### config.mk
export PLATFORM = sky130hd
export DESIGN_NAME = latched_reset_ctrl
export DESIGN_NICKNAME = d
export VERILOG_FILES = /design/src/rtl/rstc_pkg.sv /design/src/rtl/rstc_sync.sv /design/src/rtl/rstc_timer.sv /design/src/rtl/rstc_gate.sv /design/src/rtl/latched_reset_ctrl.sv
export SDC_FILE = /design/constraint.sdc
export NUM_CORES = 1
export LEC_CHECK = 0
export BUFFER_PORTS_ARGS = -buffer_cell sky130_fd_sc_hd__buf_2
export CORE_MARGIN = 2
export CORE_UTILIZATION = 30
export DETAILED_ROUTE_END_ITERATION = 6
export PLACE_DENSITY = 0.73
export REMOVE_ABC_BUFFERS = 1
export SYNTH_ARGS = -nofsm -noshare
export SYNTH_HDL_FRONTEND = slang
export SYNTH_SLANG_ARGS = --single-unit
export TNS_END_PERCENT = 10
### constraint.sdc
create_clock -name clk -period 1.8 [get_ports clk]
set_input_delay 0.18 -clock clk [delete_from_list [all_inputs] [get_ports clk]]
set_output_delay 0.18 -clock clk [all_outputs]
set_load 0.05 [all_outputs]
### src/rtl/rstc_pkg.sv
package rstc_pkg;
   localparam int READY_BIT = 15;
   localparam int LATCH_BIT = 0;

   function automatic logic [15:0] make_ctrl(input logic ready, input logic latched);
      logic [15:0] w;
      w            = '0;
      w[READY_BIT] = ready;
      w[LATCH_BIT] = latched;
      return w;
   endfunction
endpackage

### src/rtl/rstc_sync.sv
module rstc_sync #(
   parameter int STAGES = 2
) (
   input  logic clk,
   input  logic arst_n,
   output logic sync_n
);
   if (STAGES < 2) begin : g_bad_stages
      $error("rstc_sync: STAGES must be at least 2");
   end

   logic [STAGES-1:0] chain;

   always_ff @(posedge clk or negedge arst_n) begin
      if (!arst_n) chain <= '0;
      else         chain <= {chain[STAGES-2:0], 1'b1};
   end

   assign sync_n = chain[STAGES-1];
endmodule

### src/rtl/rstc_timer.sv
module rstc_timer #(
   parameter int WAIT = 400
) (
   input  logic clk,
   input  logic arst_n,
   input  logic restart,
   output logic ready
);
   if (WAIT < 1) begin : g_bad_wait
      $error("rstc_timer: WAIT must be at least 1");
   end

   localparam int CNT_W = $clog2(WAIT + 1);
   localparam logic [CNT_W-1:0] LIMIT = CNT_W'(WAIT);

   logic [CNT_W-1:0] cnt;

   always_ff @(posedge clk or negedge arst_n) begin
      if (!arst_n)            cnt <= '0;
      else if (restart)       cnt <= '0;
      else if (cnt != LIMIT)  cnt <= cnt + 1'b1;
   end

   assign ready = (cnt == LIMIT);
endmodule

### src/rtl/rstc_gate.sv
module rstc_gate #(
   parameter int ADDR_W    = 8,
   parameter int DATA_W    = 16,
   parameter int CTRL_ADDR = 0
) (
   input  logic [ADDR_W-1:0] host_addr,
   input  logic              host_wr,
   input  logic              host_rd,
   input  logic              locked,
   input  logic [DATA_W-1:0] ctrl_word,
   input  logic [DATA_W-1:0] down_rdata,
   output logic [DATA_W-1:0] host_rdata,
   output logic              down_wr_en,
   output logic              down_rd_en,
   output logic              ctrl_wr
);
   localparam logic [ADDR_W-1:0] CTRL_A = ADDR_W'(CTRL_ADDR);

   logic is_ctrl;
   logic addr_lsb_unused;

   assign addr_lsb_unused = host_addr[0];
   assign is_ctrl    = (host_addr[ADDR_W-1:1] == CTRL_A[ADDR_W-1:1]);
   assign ctrl_wr    = host_wr & is_ctrl;
   assign down_wr_en = host_wr & ~is_ctrl & ~locked;
   assign down_rd_en = host_rd & ~is_ctrl & ~locked;

   always_comb begin
      if (is_ctrl)     host_rdata = ctrl_word;
      else if (locked) host_rdata = '0;
      else             host_rdata = down_rdata;
   end
endmodule

### src/rtl/latched_reset_ctrl.sv
module latched_reset_ctrl #(
   parameter int ADDR_W      = 8,
   parameter int DATA_W      = 16,
   parameter int CTRL_ADDR   = 0,
   parameter int SYNC_STAGES = 2,
   parameter int CLEAR_WAIT  = 400
) (
   input  logic              clk,
   input  logic              rst_pin_n,
   input  logic [ADDR_W-1:0] host_addr,
   input  logic              host_wr,
   input  logic              host_rd,
   input  logic [DATA_W-1:0] host_wdata,
   output logic [DATA_W-1:0] host_rdata,
   input  logic [DATA_W-1:0] down_rdata,
   output logic              down_wr_en,
   output logic              down_rd_en,
   output logic              mod_rst
);
   import rstc_pkg::*;

   if (DATA_W < 16) begin : g_bad_data
      $error("latched_reset_ctrl: DATA_W must be at least 16");
   end
   if (ADDR_W < 2) begin : g_bad_addr
      $error("latched_reset_ctrl: ADDR_W must be at least 2");
   end

   logic              sync_n;
   logic              ready_w;
   logic              ctrl_wr;
   logic              sw_set;
   logic              latch_q;
   logic [DATA_W-1:0] ctrl_word;
   logic              wdata_unused;

   assign wdata_unused = ^host_wdata[DATA_W-1:1];

   rstc_sync #(.STAGES(SYNC_STAGES)) sync_i (
      .clk    (clk),
      .arst_n (rst_pin_n),
      .sync_n (sync_n)
   );

   assign sw_set = ctrl_wr & host_wdata[0];

   rstc_timer #(.WAIT(CLEAR_WAIT)) timer_i (
      .clk     (clk),
      .arst_n  (sync_n),
      .restart (sw_set),
      .ready   (ready_w)
   );

   always_ff @(posedge clk or negedge sync_n) begin
      if (!sync_n)                 latch_q <= 1'b1;
      else if (sw_set)             latch_q <= 1'b1;
      else if (ctrl_wr && ready_w) latch_q <= 1'b0;
   end

   always_comb begin
      ctrl_word        = '0;
      ctrl_word[15:0]  = make_ctrl(ready_w, latch_q);
   end

   rstc_gate #(.ADDR_W(ADDR_W), .DATA_W(DATA_W), .CTRL_ADDR(CTRL_ADDR)) gate_i (
      .host_addr  (host_addr),
      .host_wr    (host_wr),
      .host_rd    (host_rd),
      .locked     (latch_q),
      .ctrl_word  (ctrl_word),
      .down_rdata (down_rdata),
      .host_rdata (host_rdata),
      .down_wr_en (down_wr_en),
      .down_rd_en (down_rd_en),
      .ctrl_wr    (ctrl_wr)
   );

   assign mod_rst = latch_q;
endmodule

== Yosys cells after proc, flatten, opt, wreduce, memory -nomap -nowiden ==
Index checks and enable logic that the tools add are counted.
Cells by class
  add/sub/neg operators: 1
  eq/ne operators: 2
  multiplexer cells: 6
  bitwise operators: 8
  reduce and logical (&&, ||, !) cells: 4
Operator list (number)
  2-to-1 mux 16 bit: 2
  2-to-1 mux 9 bit: 2
  adder 9 x 1 -> 9 bit, second input constant: 1
  equality test 9 bit, second input constant: 1
  != test 9 bit, second input constant: 1
  logical NOT 7 bit: 1
  bitwise AND 1 bit: 6
  nonzero test 2 bit: 2
  2-to-1 mux 1 bit: 2
  NOT 1 bit: 2
  logical AND 1 bit: 1
Word-level totals
  register bits after elaboration: 12
  output and inout port bits: 19

== Logic depth before layout (Yosys ltp) ==
Gate-level depths: netlist (run 1).
  depth in word-level cells: 5
  gate-level depth with buffers: 5

== By module ==
A second synthesis (run 1) with hierarchy kept.
Second synthesis, totals
  cell total of the unflattened synthesis: 99
  area, all modules: 1001.0 um^2
Modules (own cells, without submodules)
  rstc_timer: cells each 50, instances 1, area each 505.5 um^2, seq. area each 225.2 um^2
  rstc_gate: cells each 41, instances 1, area each 391.6 um^2, seq. area each 0.0 um^2
  rstc_sync: cells each 3, instances 1, area each 53.8 um^2, seq. area each 50.0 um^2
  latched_reset_ctrl: cells each 5, instances 1, area each 50.0 um^2, seq. area each 26.3 um^2

== Worst setup path before layout (run 1) ==
OpenSTA, ideal clock, no wires.
  path kind: flip-flop to output port
  start: register latch_q, in the netlist mod_rst
  end: output port host_rdata[0]
  data arrival time: 1.591 ns
  setup slack: 0.029 ns
  data required time: 1.620 ns
  buffers on the path: 0
  cell stages (with the launch flop): 3
  cell sequence: dfstp_2 > inv_1 > mux2i_1
On the way
  longest elaborated chain between the ends: 2
RTL lines
  start, declared: RTL line latched_reset_ctrl.sv:33  | logic latch_q;
  start signal, assigned: RTL line latched_reset_ctrl.sv:55  | if (!sync_n) latch_q <= 1'b1;
  start signal, assigned: RTL line latched_reset_ctrl.sv:56  | else if (sw_set) latch_q <= 1'b1;
  start signal, assigned: RTL line latched_reset_ctrl.sv:57  | else if (ctrl_wr && ready_w) latch_q <= 1'b0;
  2-to-1 mux 16 bit: RTL line rstc_gate.sv:30  | else if (locked) host_rdata = '0;
  2-to-1 mux 16 bit *: RTL line rstc_gate.sv:29  | if (is_ctrl) host_rdata = ctrl_word;
  end, declared: RTL line latched_reset_ctrl.sv:14  | output logic [DATA_W-1:0] host_rdata,
Every way passes the cells marked *; elsewhere a longest branch is shown, timed or not.

== Final worst setup path (run 1) ==
  start: register timer_i.cnt[3]
  end: output port host_rdata[15]
On the way
  longest elaborated chain between the ends: 2
RTL lines
  start, declared: RTL line rstc_timer.sv:16  | logic [CNT_W-1:0] cnt;
  start signal, assigned: RTL line rstc_timer.sv:21  | else if (cnt != LIMIT) cnt <= cnt + 1'b1;
  equality test 9 bit: RTL line rstc_timer.sv:24  | assign ready = (cnt == LIMIT);
  2-to-1 mux 16 bit: RTL line rstc_gate.sv:29
No other way between the ends.

==> flow_metrics.py, run 1 <==
metrics = {
    "power": {
        "vdd_ir_drop_max_mv": 0.684,
        "power.static_leakage_nw": 0.599,
        "power_consumption_mw": 1.00,
        "p_per_area_nw_per_um2": 864,
    },
    "setup_path": {
        "regToRegSetupSlack_ns": 0.22,
        "r2r_cells": 5,
        "end_kind": "output port",
        "worst-endpoint-required_ns": 1.62,
        "critical_path.n_buffers_inverters": 1,
        "reg2reg_from": "timer_i.cnt[6]",
        "timing.setup.critical_path_class": "flip-flop to output port",
        "critPathMaxFanout": 2,
        "critical_path.startpoint_type": "flip-flop",
        "worst_path_dominant_cell_family": "simple AND/OR/NAND/NOR gates",
        "worst-endpoint-arrival_ns": 1.70,
        "timing.critical_path.depth": 4,
        "critical_path_cell_by_cell": "or4b_4, nor2_4, a32o_2, buf_6",
        "cpPeakStageDelay_ns": 0.57,
        "reg2reg_to": "mod_rst",
        "critical_path.slowest_cell": "sky130_fd_sc_hd__or4b_4",
    },
    "placement": {
        "gp_congestion": 0.831,
        "placed_cells": 164,
        "placed_cell_area_um2": 1080,
        "pre_cts_slack_ns": 0.142,
        "port_buffers": 46,
        "hpwlAfterDp_um": 1520,
    },
    "sta": {
        "setup_violations": 1,
        "unrepaired_setup_endpoints_after_global_routing": "yes",
        "hold_slack_ns": 0.170,
        "max_freq_mhz": 531,
        "final.setup.tns_ns": -0.0845,
        "max-slew-margin-rel_pct": 58.3,
        "maximum_clock_skew_at_final_layout_ns": 0.00115,
        "final.period_utilization_pct": 105,
        "setup_slack_ns": -0.0845,
        "final_hold_viol_count": 0,
        "layout_min_cycle_time_ns": 1.88,
        "worst_pin_slew_ns": 0.621,
        "timing.final.max_slew_violations": 0,
    },
    "final_layout": {
        "finish.utilization_pct": 47.2,
        "final_cells": 172,
        "stdcell_area_um2": 1160,
        "number_of_diodes_added_for_antenna_fixing": 0,
        "layout_commonest_cell": "sky130_fd_sc_hd__buf_2",
        "flow.area_growth_from_synthesis_pct": 49.8,
        "most-common-layout-cells": "45 x sky130_fd_sc_hd__buf_2, 16 x sky130_fd_sc_hd__and2_1, 11 x sky130_fd_sc_hd__dfrtp_1",
        "drive_gt1_share_pct": 47.2,
        "design.final.nets": 189,
    },
    "job": {
        "max_cap_viol_count": 0,
    },
    "yosys": {
        "top_post_synthesis_cells_by_area": "sky130_fd_sc_hd__dfrtp_1 36%, sky130_fd_sc_hd__and2_1 13%, sky130_fd_sc_hd__a21oi_1 3.9%",
        "synth.distinct_cells": 31,
        "area_share_of_the_leading_cell_type_in_the_synthesized_netlist_pct": 35.5,
        "synthesis.area_um2": 774,
        "synth_top_cell_by_area": "sky130_fd_sc_hd__dfrtp_1",
        "synth_sequential_area_ratio_pct": 38.9,
        "avgSynthCellArea_um2": 9.22,
        "yosys_register_bits": 12,
        "postSynthCellCount": 84,
        "yosysWarnings": 0,
    },
    "floorplanning": {
        "floorplan.die_area_um2": 3000,
        "row_count": 18,
        "io_pins": 63,
        "placeableCoreArea_um2": 2450,
        "die_y_um": 54.8,
        "initial_utilization_pct": 31.5,
        "dieWidth_um": 54.8,
    },
    "clocking": {
        "worst_setup_hold_path_clk_slew_ns": 0.08,
        "cts_made_buffers": 3,
        "cts_max_level": 1,
        "cts_tree": "yes",
        "worst_skew_pair.late_latency_ns": 0.29,
        "clock_sink_count": 12,
        "worst_case_clock_buffer_depth": 2,
        "ctsRootBufferMaster": "sky130_fd_sc_hd__clkbuf_4",
    },
    "hold_path": {
        "min-delay-path-class": "flip-flop to async pin",
    },
    "global_routing": {
        "grt_util_all_layers_pct": 12.4,
        "grt_start_max_net_pins": 18,
        "grt_remaining_overflow": 0,
        "global_route_wire_length_before_repair_um": 2660,
        "number_of_antenna_violations_at_the_first_check_in_global_routing": 0,
        "grt_pass1_vias": 642,
    },
    "status": {
        "status": "finished with violations",
        "failed_checks": "setup timing",
    },
    "detailed_routing": {
        "route.detailed.vias_per_inst": 4.85,
        "drtAntennaViolNets": 0,
        "detail_route.wl_per_cell_um": 11.2,
        "drtPass1Iterations": 4,
        "routed_wirelength_um": 1920,
        "routed-via-count": 834,
        "drt_first_iter_violations": 11,
        "route.detailed.drc": 0,
    },
}
## cell type report
class / count / area [um^2]
inverter: 4 / 15.0
sequential: 12 / 302
clock buffer: 4 / 36.3
fill: 241 / 1290
timing repair buffer: 56 / 314
tap: 30 / 37.5
multi-input combinational: 66 / 455
## repair_timing
action                     in CTS  in global routing
hold endpoints to repair        2                  0
hold buffers                    1                  0
setup endpoints to repair       1                 17
setup buffers                   2                  1
pin swaps                       2                  1
resized for setup               2                  2
## kinds of logic after synthesis
| logic type | count (synthesis) | synth area share (%) |
|---|---|---|
| and+or+nand+nor | 43 | 36.2 |
| AOI/OAI and AO/OA | 17 | 14.2 |
| DFF | 12 | 38.9 |
| buffers and inverters | 6 | 3.39 |
| adders and majority gates | 2 | 3.23 |
| xor gates and xnor gates | 2 | 2.26 |
| other | 1 | 0.484 |
| muxes | 1 | 1.29 |
## sequential cells by signal (all words and copies together) (netlist names)
signal,cells
mod_rst,1
sync_i.chain,2
timer_i.cnt,9
## cell usage after synthesis
cell type	number
sky130_fd_sc_hd__a211o_1	2
sky130_fd_sc_hd__a211oi_2	1
sky130_fd_sc_hd__a21oi_1	6
sky130_fd_sc_hd__a21oi_2	1
sky130_fd_sc_hd__a31oi_1	1
sky130_fd_sc_hd__a32o_1	1
sky130_fd_sc_hd__and2_1	16
sky130_fd_sc_hd__and4_1	1
sky130_fd_sc_hd__and4b_1	1
sky130_fd_sc_hd__buf_4	1
sky130_fd_sc_hd__clkbuf_1	1
sky130_fd_sc_hd__conb_1	1
sky130_fd_sc_hd__dfrtp_1	11
sky130_fd_sc_hd__dfstp_2	1
sky130_fd_sc_hd__ha_1	2
sky130_fd_sc_hd__inv_1	4
sky130_fd_sc_hd__mux2i_1	1
sky130_fd_sc_hd__nand2_1	4
sky130_fd_sc_hd__nand3_1	6
sky130_fd_sc_hd__nand4_1	1
sky130_fd_sc_hd__nand4b_1	1
sky130_fd_sc_hd__nor2_1	1
sky130_fd_sc_hd__nor2_4	1
sky130_fd_sc_hd__nor3_1	4
sky130_fd_sc_hd__nor4_2	1
sky130_fd_sc_hd__nor4b_2	1
sky130_fd_sc_hd__o21ai_0	4
sky130_fd_sc_hd__o21ai_1	1
sky130_fd_sc_hd__or3_1	4
sky130_fd_sc_hd__or4b_4	1
sky130_fd_sc_hd__xor2_1	2
## layer usage
layer,up-vias,global-route usage (%),share of wire (%)
met5,-,0,0
met4,0,6.25,1.5
met3,3,2.46,11
met2,45,21.2,48
met1,373,14.4,39
li1,413,-,-
## power breakdown
group          leakage, nW  switching [mW]  internal (mW)  total [mW]
Sequential           0.149          0.0715          0.341       0.413
Clock               0.0210           0.101          0.123       0.224
Combinational        0.429           0.165          0.201       0.366
Total                0.599           0.337          0.665        1.00
## worst max path at each step
stage / to / startpoint / slack [ns]
detailed placement: host_rdata[15] / timer_i.cnt[5] / 0.14
CTS: host_rdata[15] / timer_i.cnt[3] / -0.07
floorplan: host_rdata[0] / mod_rst / 0.03
global placement: host_rdata[15] / timer_i.cnt[5] / 0.16
finish: host_rdata[15] / timer_i.cnt[3] / -0.08
global route: host_rdata[15] / timer_i.cnt[3] / -0.13
Note: power is estimated with default switching activity, not from simulation.
==> run 2: changes to the inputs <==
==> constraint.sdc (replaced) <==
create_clock -name clk -period 1.95 [get_ports clk]
set_input_delay 0.195 -clock clk [delete_from_list [all_inputs] [get_ports clk]]
set_output_delay 0.195 -clock clk [all_outputs]
set_load 0.05 [all_outputs]
==> run 2 against run 1 <==
  * The run still ends with setup timing left
  * Routed wire length grew 6.0%
  * Setup slack gained 0.080 ns
  * Clock power shrank 10%
==> flow_metrics.py, run 2 (same netlist as run 1, synthesis figures left out) <==
metrics = {
    "status": {
        "status": "finished with violations",
        "failed_checks": "setup timing",
    },
    "detailed_routing": {
        "route.detailed.drc": 0,
        "topRoutingLayerUsed": "met4",
        "drtAntennaViolNets": 0,
        "route.met3.wl_um": 205,
        "routed-via-count": 865,
        "route.detailed.vias_per_inst": 5.03,
        "detail_route.wl_per_cell_um": 11.8,
        "met2RoutedLength_um": 1040,
        "drt_first_iter_violations": 12,
        "drtPass1Iterations": 4,
        "detail_route.wirelength.met1_um": 768,
        "routed_wirelength_um": 2040,
    },
    "final_layout": {
        "drive_gt1_share_pct": 47.9,
        "stdcell_area_um2": 1150,
        "final_cells": 172,
        "number_of_diodes_added_for_antenna_fixing": 0,
        "flow.area_growth_from_synthesis_pct": 49.0,
        "most-common-layout-cells": "45 x sky130_fd_sc_hd__buf_2, 16 x sky130_fd_sc_hd__and2_1, 9 x sky130_fd_sc_hd__buf_4, 9 x sky130_fd_sc_hd__dfrtp_1",
        "nFillCells": 243,
        "layout_commonest_cell": "sky130_fd_sc_hd__buf_2",
        "largest_register_ff_count": 9,
        "design.final.nets": 189,
        "register_containing_the_most_flip_flops_in_the_final_layout": "timer_i.cnt",
    },
    "power": {
        "power.share.sequential_pct": 45.6,
        "switching_share_pct": 34.6,
        "power.static_leakage_nw": 0.588,
        "internal-power_uw": 573,
        "clock_power_share_pct": 22.9,
        "vdd_ir_drop_max_mv": 0.602,
        "power_consumption_uw": 875,
        "part_of_the_power_in_combinational_logic_pct": 31.5,
        "net_switching_power_uw": 303,
        "p_per_area_nw_per_um2": 759,
    },
    "setup_path": {
        "end_kind": "output port",
        "timing.setup.critical_path_class": "flip-flop to output port",
        "worst-endpoint-arrival_ns": 1.76,
        "regToRegSetupSlack_ns": 0.46,
        "reg2reg_to": "mod_rst",
        "critical_path.startpoint_type": "flip-flop",
        "worst-endpoint-required_ns": 1.75,
        "r2r_cells": 4,
        "critPathMaxFanout": 3,
        "reg2reg_from": "timer_i.cnt[6]",
    },
    "placement": {
        "pre_cts_slack_ns": 0.190,
        "gp_congestion": 0.876,
        "port_buffers": 46,
        "placed_cell_area_um2": 1040,
        "hpwlAfterDp_um": 1530,
        "placed_cells": 159,
    },
    "job": {
        "max_cap_viol_count": 0,
    },
    "global_routing": {
        "grt_pass1_vias": 703,
        "grt_remaining_overflow": 0,
        "grt_util_all_layers_pct": 13.1,
        "global_route_wire_length_before_repair_um": 2840,
        "number_of_antenna_violations_at_the_first_check_in_global_routing": 0,
        "grt_start_max_net_pins": 18,
    },
    "sta": {
        "hold_slack_ns": 0.168,
        "setup_violations": 1,
        "max_freq_mhz": 512,
        "maximum_clock_skew_at_final_layout_ns": 0.000635,
        "setup_slack_ns": -0.00408,
        "timing.final.max_slew_violations": 0,
        "final.period_utilization_pct": 100,
        "final_hold_viol_count": 0,
        "layout_min_cycle_time_ns": 1.95,
        "unrepaired_setup_endpoints_after_global_routing": "yes",
    },
    "floorplanning": {
        "row_count": 18,
        "initial_utilization_pct": 31.5,
        "die_y_um": 54.8,
        "floorplan.die_area_um2": 3000,
        "io_pins": 63,
        "placeableCoreArea_um2": 2450,
        "dieWidth_um": 54.8,
    },
    "clocking": {
        "cts_tree": "yes",
        "cts_made_buffers": 3,
        "clock_sink_count": 12,
        "worst_case_clock_buffer_depth": 2,
        "cts_max_level": 1,
        "worst_setup_hold_path_clk_slew_ns": 0.08,
        "ctsRootBufferMaster": "sky130_fd_sc_hd__clkbuf_4",
        "worst_skew_pair.late_latency_ns": 0.27,
    },
    "hold_path": {
        "min-delay-path-class": "flip-flop to async pin",
    },
}
-- run 2: cell counts in the layout (fill, tap and decap cells not counted) --
Identical to the previous run, type by type.
-- run 2: worst max path at each step --
stage | cells past startpoint | slack, ns | from | end
final | 4 | -0.004 | timer_i.cnt[5] | host_rdata[15]
after detailed placement | 4 | 0.19 | timer_i.cnt[5] | host_rdata[15]
after CTS | 6 | 0.008 | timer_i.cnt[0] | host_rdata[15]
after global routing | 4 | -0.03 | timer_i.cnt[5] | host_rdata[15]
after global placement | 4 | 0.20 | timer_i.cnt[5] | host_rdata[15]
after floorplan | 2 | 0.16 | mod_rst | host_rdata[0]
-- run 2: layer usage --
layer | global-route usage, % | vias up
met4 | 4.58 | 0
met2 | 26.2 | 45
met5 | 0 | -
met3 | 1.91 | 5
met1 | 13.3 | 397
li1 | - | 418
-- run 2: area by class of cell --
cell class,count,area [um^2],area share (%)
multi-input combinational,66,447,38.7
timing repair buffer,56,314,27.2
sequential,12,304,26.4
tap,30,37.5,3.25
clock buffer,4,36.3,3.15
inverter,4,15.0,1.30
-- run 2: critical path, stage by stage (launching register included) --
cell                      delay, ns
sky130_fd_sc_hd__dfrtp_1       0.39
sky130_fd_sc_hd__or4b_4        0.58
sky130_fd_sc_hd__nor2_4        0.16
sky130_fd_sc_hd__a32o_1        0.19
sky130_fd_sc_hd__buf_6         0.16
-- run 2: timing repair --
| item | CTS | global route |
|---|---|---|
| gates resized for setup | 3 | 1 |
| hold buffers | 1 | 0 |
| pin swaps | 0 | 1 |
| endpoints found under the setup margin | 1 | 1 |
| setup buffers | 2 | 6 |
| endpoints found under the hold margin | 2 | 0 |
-- run 2: power groups by stage --
| stage | Combinational, mW | Clock [mW] | Sequential [mW] |
|---|---|---|---|
| after detailed placement | 0.212 | 0 | 0.418 |
| after floorplan | 0.142 | 0 | 0.399 |
| after global placement | 0.203 | 0 | 0.412 |
| after global routing | 0.310 | 0.213 | 0.409 |
| after CTS | 0.270 | 0.204 | 0.393 |
| final | 0.276 | 0.201 | 0.399 |
-- run 2: through the flow --
| stage | setup TNS [ns] | utilization (%) |
|---|---|---|
| 6_report | -0.00408 | 47.0 |
| 5_1_grt | -0.0347 | 47.0 |
| 4_1_cts | 0 | 45.1 |
| 3_5_place_dp | 0 | 42.3 |
| 3_3_place_gp | 0 | 42.3 |
| 2_1_floorplan | 0 | - |
==> run 3: changes to the inputs <==
--- a/config.mk
+++ b/config.mk
@@ -9,7 +9,7 @@
 export CORE_MARGIN = 2
 export CORE_UTILIZATION = 30
 export DETAILED_ROUTE_END_ITERATION = 6
-export PLACE_DENSITY = 0.73
+export PLACE_DENSITY = 0.7
 export REMOVE_ABC_BUFFERS = 1
 export SYNTH_ARGS = -nofsm -noshare
 export SYNTH_HDL_FRONTEND = slang
==> run 3 against run 2 <==
  * The flow now finishes without violations
  * Sequential share of layout area is 0.23 points higher
  * Critical path depth stayed put
  * Highest routed layer unchanged
  * Clock skew is 0.0024 ns higher
  * Power shrank 2.0%
  * Sequential cell count unchanged
  * Routed wire length down 0.39%
  * Global-route usage is 0.62 points higher
  * Maximum frequency increased by 2.2%
  * Core utilization fell by 0.41 points
  * Final cell count did not move
  * Combinational power is 12% higher
==> flow_metrics.py, run 3 (same netlist as run 1, synthesis figures left out) <==
metrics = {
    "final_layout": {
        "stdcell_area_um2": 1140,
        "largest_register_ff_count": 9,
        "flow.area_growth_from_synthesis_pct": 47.7,
        "number_of_diodes_added_for_antenna_fixing": 0,
        "design.final.nets": 189,
        "drive_gt1_share_pct": 47.2,
        "register_containing_the_most_flip_flops_in_the_final_layout": "timer_i.cnt",
        "layout_commonest_cell": "sky130_fd_sc_hd__buf_2",
        "finish.utilization_pct": 46.6,
        "nFillCells": 236,
        "most-common-layout-cells": "45 x sky130_fd_sc_hd__buf_2, 16 x sky130_fd_sc_hd__and2_1, 9 x sky130_fd_sc_hd__buf_4, 9 x sky130_fd_sc_hd__dfrtp_1",
    },
    "detailed_routing": {
        "drtPass1Iterations": 4,
        "detail_route.wl_per_cell_um": 11.8,
        "routed_wirelength_um": 2030,
        "route.detailed.vias_per_inst": 4.88,
        "routed-via-count": 839,
        "drt_first_iter_violations": 13,
        "route.detailed.drc": 0,
        "drtAntennaViolNets": 0,
    },
    "clocking": {
        "cts_made_buffers": 3,
        "cts_tree": "yes",
        "ctsRootBufferMaster": "sky130_fd_sc_hd__clkbuf_4",
        "clock_sink_count": 12,
        "worst_skew_pair.late_latency_ns": 0.28,
        "worst_setup_hold_path_clk_slew_ns": 0.07,
        "cts_max_level": 1,
        "worst_case_clock_buffer_depth": 2,
    },
    "power": {
        "clock_power_share_pct": 18.8,
        "power.share.sequential_pct": 45.1,
        "internal-power_uw": 559,
        "part_of_the_power_in_combinational_logic_pct": 36.1,
        "net_switching_power_uw": 299,
        "power.static_leakage_nw": 0.582,
        "vdd_ir_drop_max_mv": 0.892,
        "p_per_area_nw_per_um2": 750,
        "switching_share_pct": 34.8,
    },
    "sta": {
        "timing.final.max_slew_violations": 0,
        "maximum_clock_skew_at_final_layout_ns": 0.00304,
        "setup_slack_ns": 0.0377,
        "final.period_utilization_pct": 98.1,
        "setup_violations": 0,
        "max_freq_mhz": 523,
        "layout_min_cycle_time_ns": 1.91,
        "final_hold_viol_count": 0,
    },
    "status": {
        "status": "finished, final reports clean",
    },
    "setup_path": {
        "end_kind": "output port",
        "reg2reg_from": "timer_i.cnt[6]",
        "worst-endpoint-required_ns": 1.75,
        "worst-endpoint-arrival_ns": 1.72,
        "timing.setup.critical_path_class": "flip-flop to output port",
        "worstSetupStartpoint": "timer_i.cnt[6]",
        "critical_path.startpoint_type": "flip-flop",
        "critPathMaxFanout": 3,
    },
    "floorplanning": {
        "dieWidth_um": 54.8,
        "initial_utilization_pct": 31.5,
        "floorplan.die_area_um2": 3000,
        "placeableCoreArea_um2": 2450,
        "die_y_um": 54.8,
        "io_pins": 63,
        "row_count": 18,
    },
    "global_routing": {
        "grt_start_max_net_pins": 18,
        "number_of_antenna_violations_at_the_first_check_in_global_routing": 0,
        "grt_util_all_layers_pct": 13.7,
        "grt_pass1_vias": 632,
        "global_route_wire_length_before_repair_um": 2760,
        "grt_remaining_overflow": 0,
    },
    "job": {
        "max_cap_viol_count": 0,
    },
    "placement": {
        "pre_cts_slack_ns": 0.175,
        "hpwlAfterDp_um": 1530,
        "gp_congestion": 0.775,
        "port_buffers": 46,
        "placed_cell_area_um2": 1050,
    },
    "hold_path": {
        "min-delay-path-class": "flip-flop to async pin",
    },
}
## run 3: cell count changes in the layout (fill, tap and decap cells not counted)
| cell | delta |
|---|---|
| sky130_fd_sc_hd__clkbuf_1 | +1 |
| sky130_fd_sc_hd__clkbuf_8 | -1 |
## run 3: worst paths after layout
path | endpoint | slack, ns | cells after the start
hold reg to reg | timer_i.cnt[6] | 0.17 | 0
setup / recovery | host_rdata[15] | 0.04 | 4
hold / removal | timer_i.cnt[6] | 0.17 | 0
max in group asynchronous | mod_rst | 1.45 | 0
min in group clk | mod_rst | 0.30 | 3
setup reg to reg | mod_rst | 0.42 | 5
## run 3: worst max-delay path, cell delays in order (launching register included)
cell and delay (ns):
sky130_fd_sc_hd__dfrtp_1 0.40, sky130_fd_sc_hd__or4b_4 0.56, sky130_fd_sc_hd__nor2_4 0.13, sky130_fd_sc_hd__a32o_1 0.19, sky130_fd_sc_hd__buf_6 0.16
## run 3: area by class of cell
cell class              count  area [um^2]  share of cell area, %
clock buffers               4         26.3                   2.30
repair buffers             56          314                   27.5
flip-flops and latches     12          304                   26.6
inverters                   4         15.0                   1.31
multi-input cells          66          447                   39.1
well taps                  30         37.5                   3.28
## run 3: power groups by stage
stage / Combinational [mW] / Clock, mW / Sequential [mW]
after floorplan: 0.142 / 0 / 0.399
after CTS: 0.266 / 0.170 / 0.397
after global routing: 0.349 / 0.182 / 0.397
after detailed placement: 0.242 / 0 / 0.409
final: 0.310 / 0.161 / 0.387
after global placement: 0.233 / 0 / 0.401
## run 3: metrics by stage
stage / power, mW / hold WS, ns / std cells / TNS, ns
2_1_floorplan: 0.542 / -0.101 / 82 / 0
3_3_place_gp: 0.634 / -0.0206 / 160 / 0
3_5_place_dp: 0.651 / -0.0168 / 160 / 0
4_1_cts: 0.833 / 0.182 / 168 / 0
5_1_grt: 0.928 / 0.203 / 172 / -0.0160
6_report: 0.858 / 0.174 / 172 / 0
## run 3: routing by layer
metal | vias to the layer above | share of wire (%) | GRT usage, %
met5 | - | 0 | 0
met4 | 0 | 1.9 | 7.50
met3 | 5 | 12 | 4.92
met2 | 45 | 47 | 23.8
met1 | 374 | 39 | 14.1
li1 | 415 | - | -
## run 3: timing repair
action / CTS / global route
setup endpoints to repair: 1 / 1
pin swaps: 1 / 3
hold endpoints to repair: 2 / 0
buffers inserted: 3 / 4
resized for setup: 2 / 2
hold buffers: 1 / 0
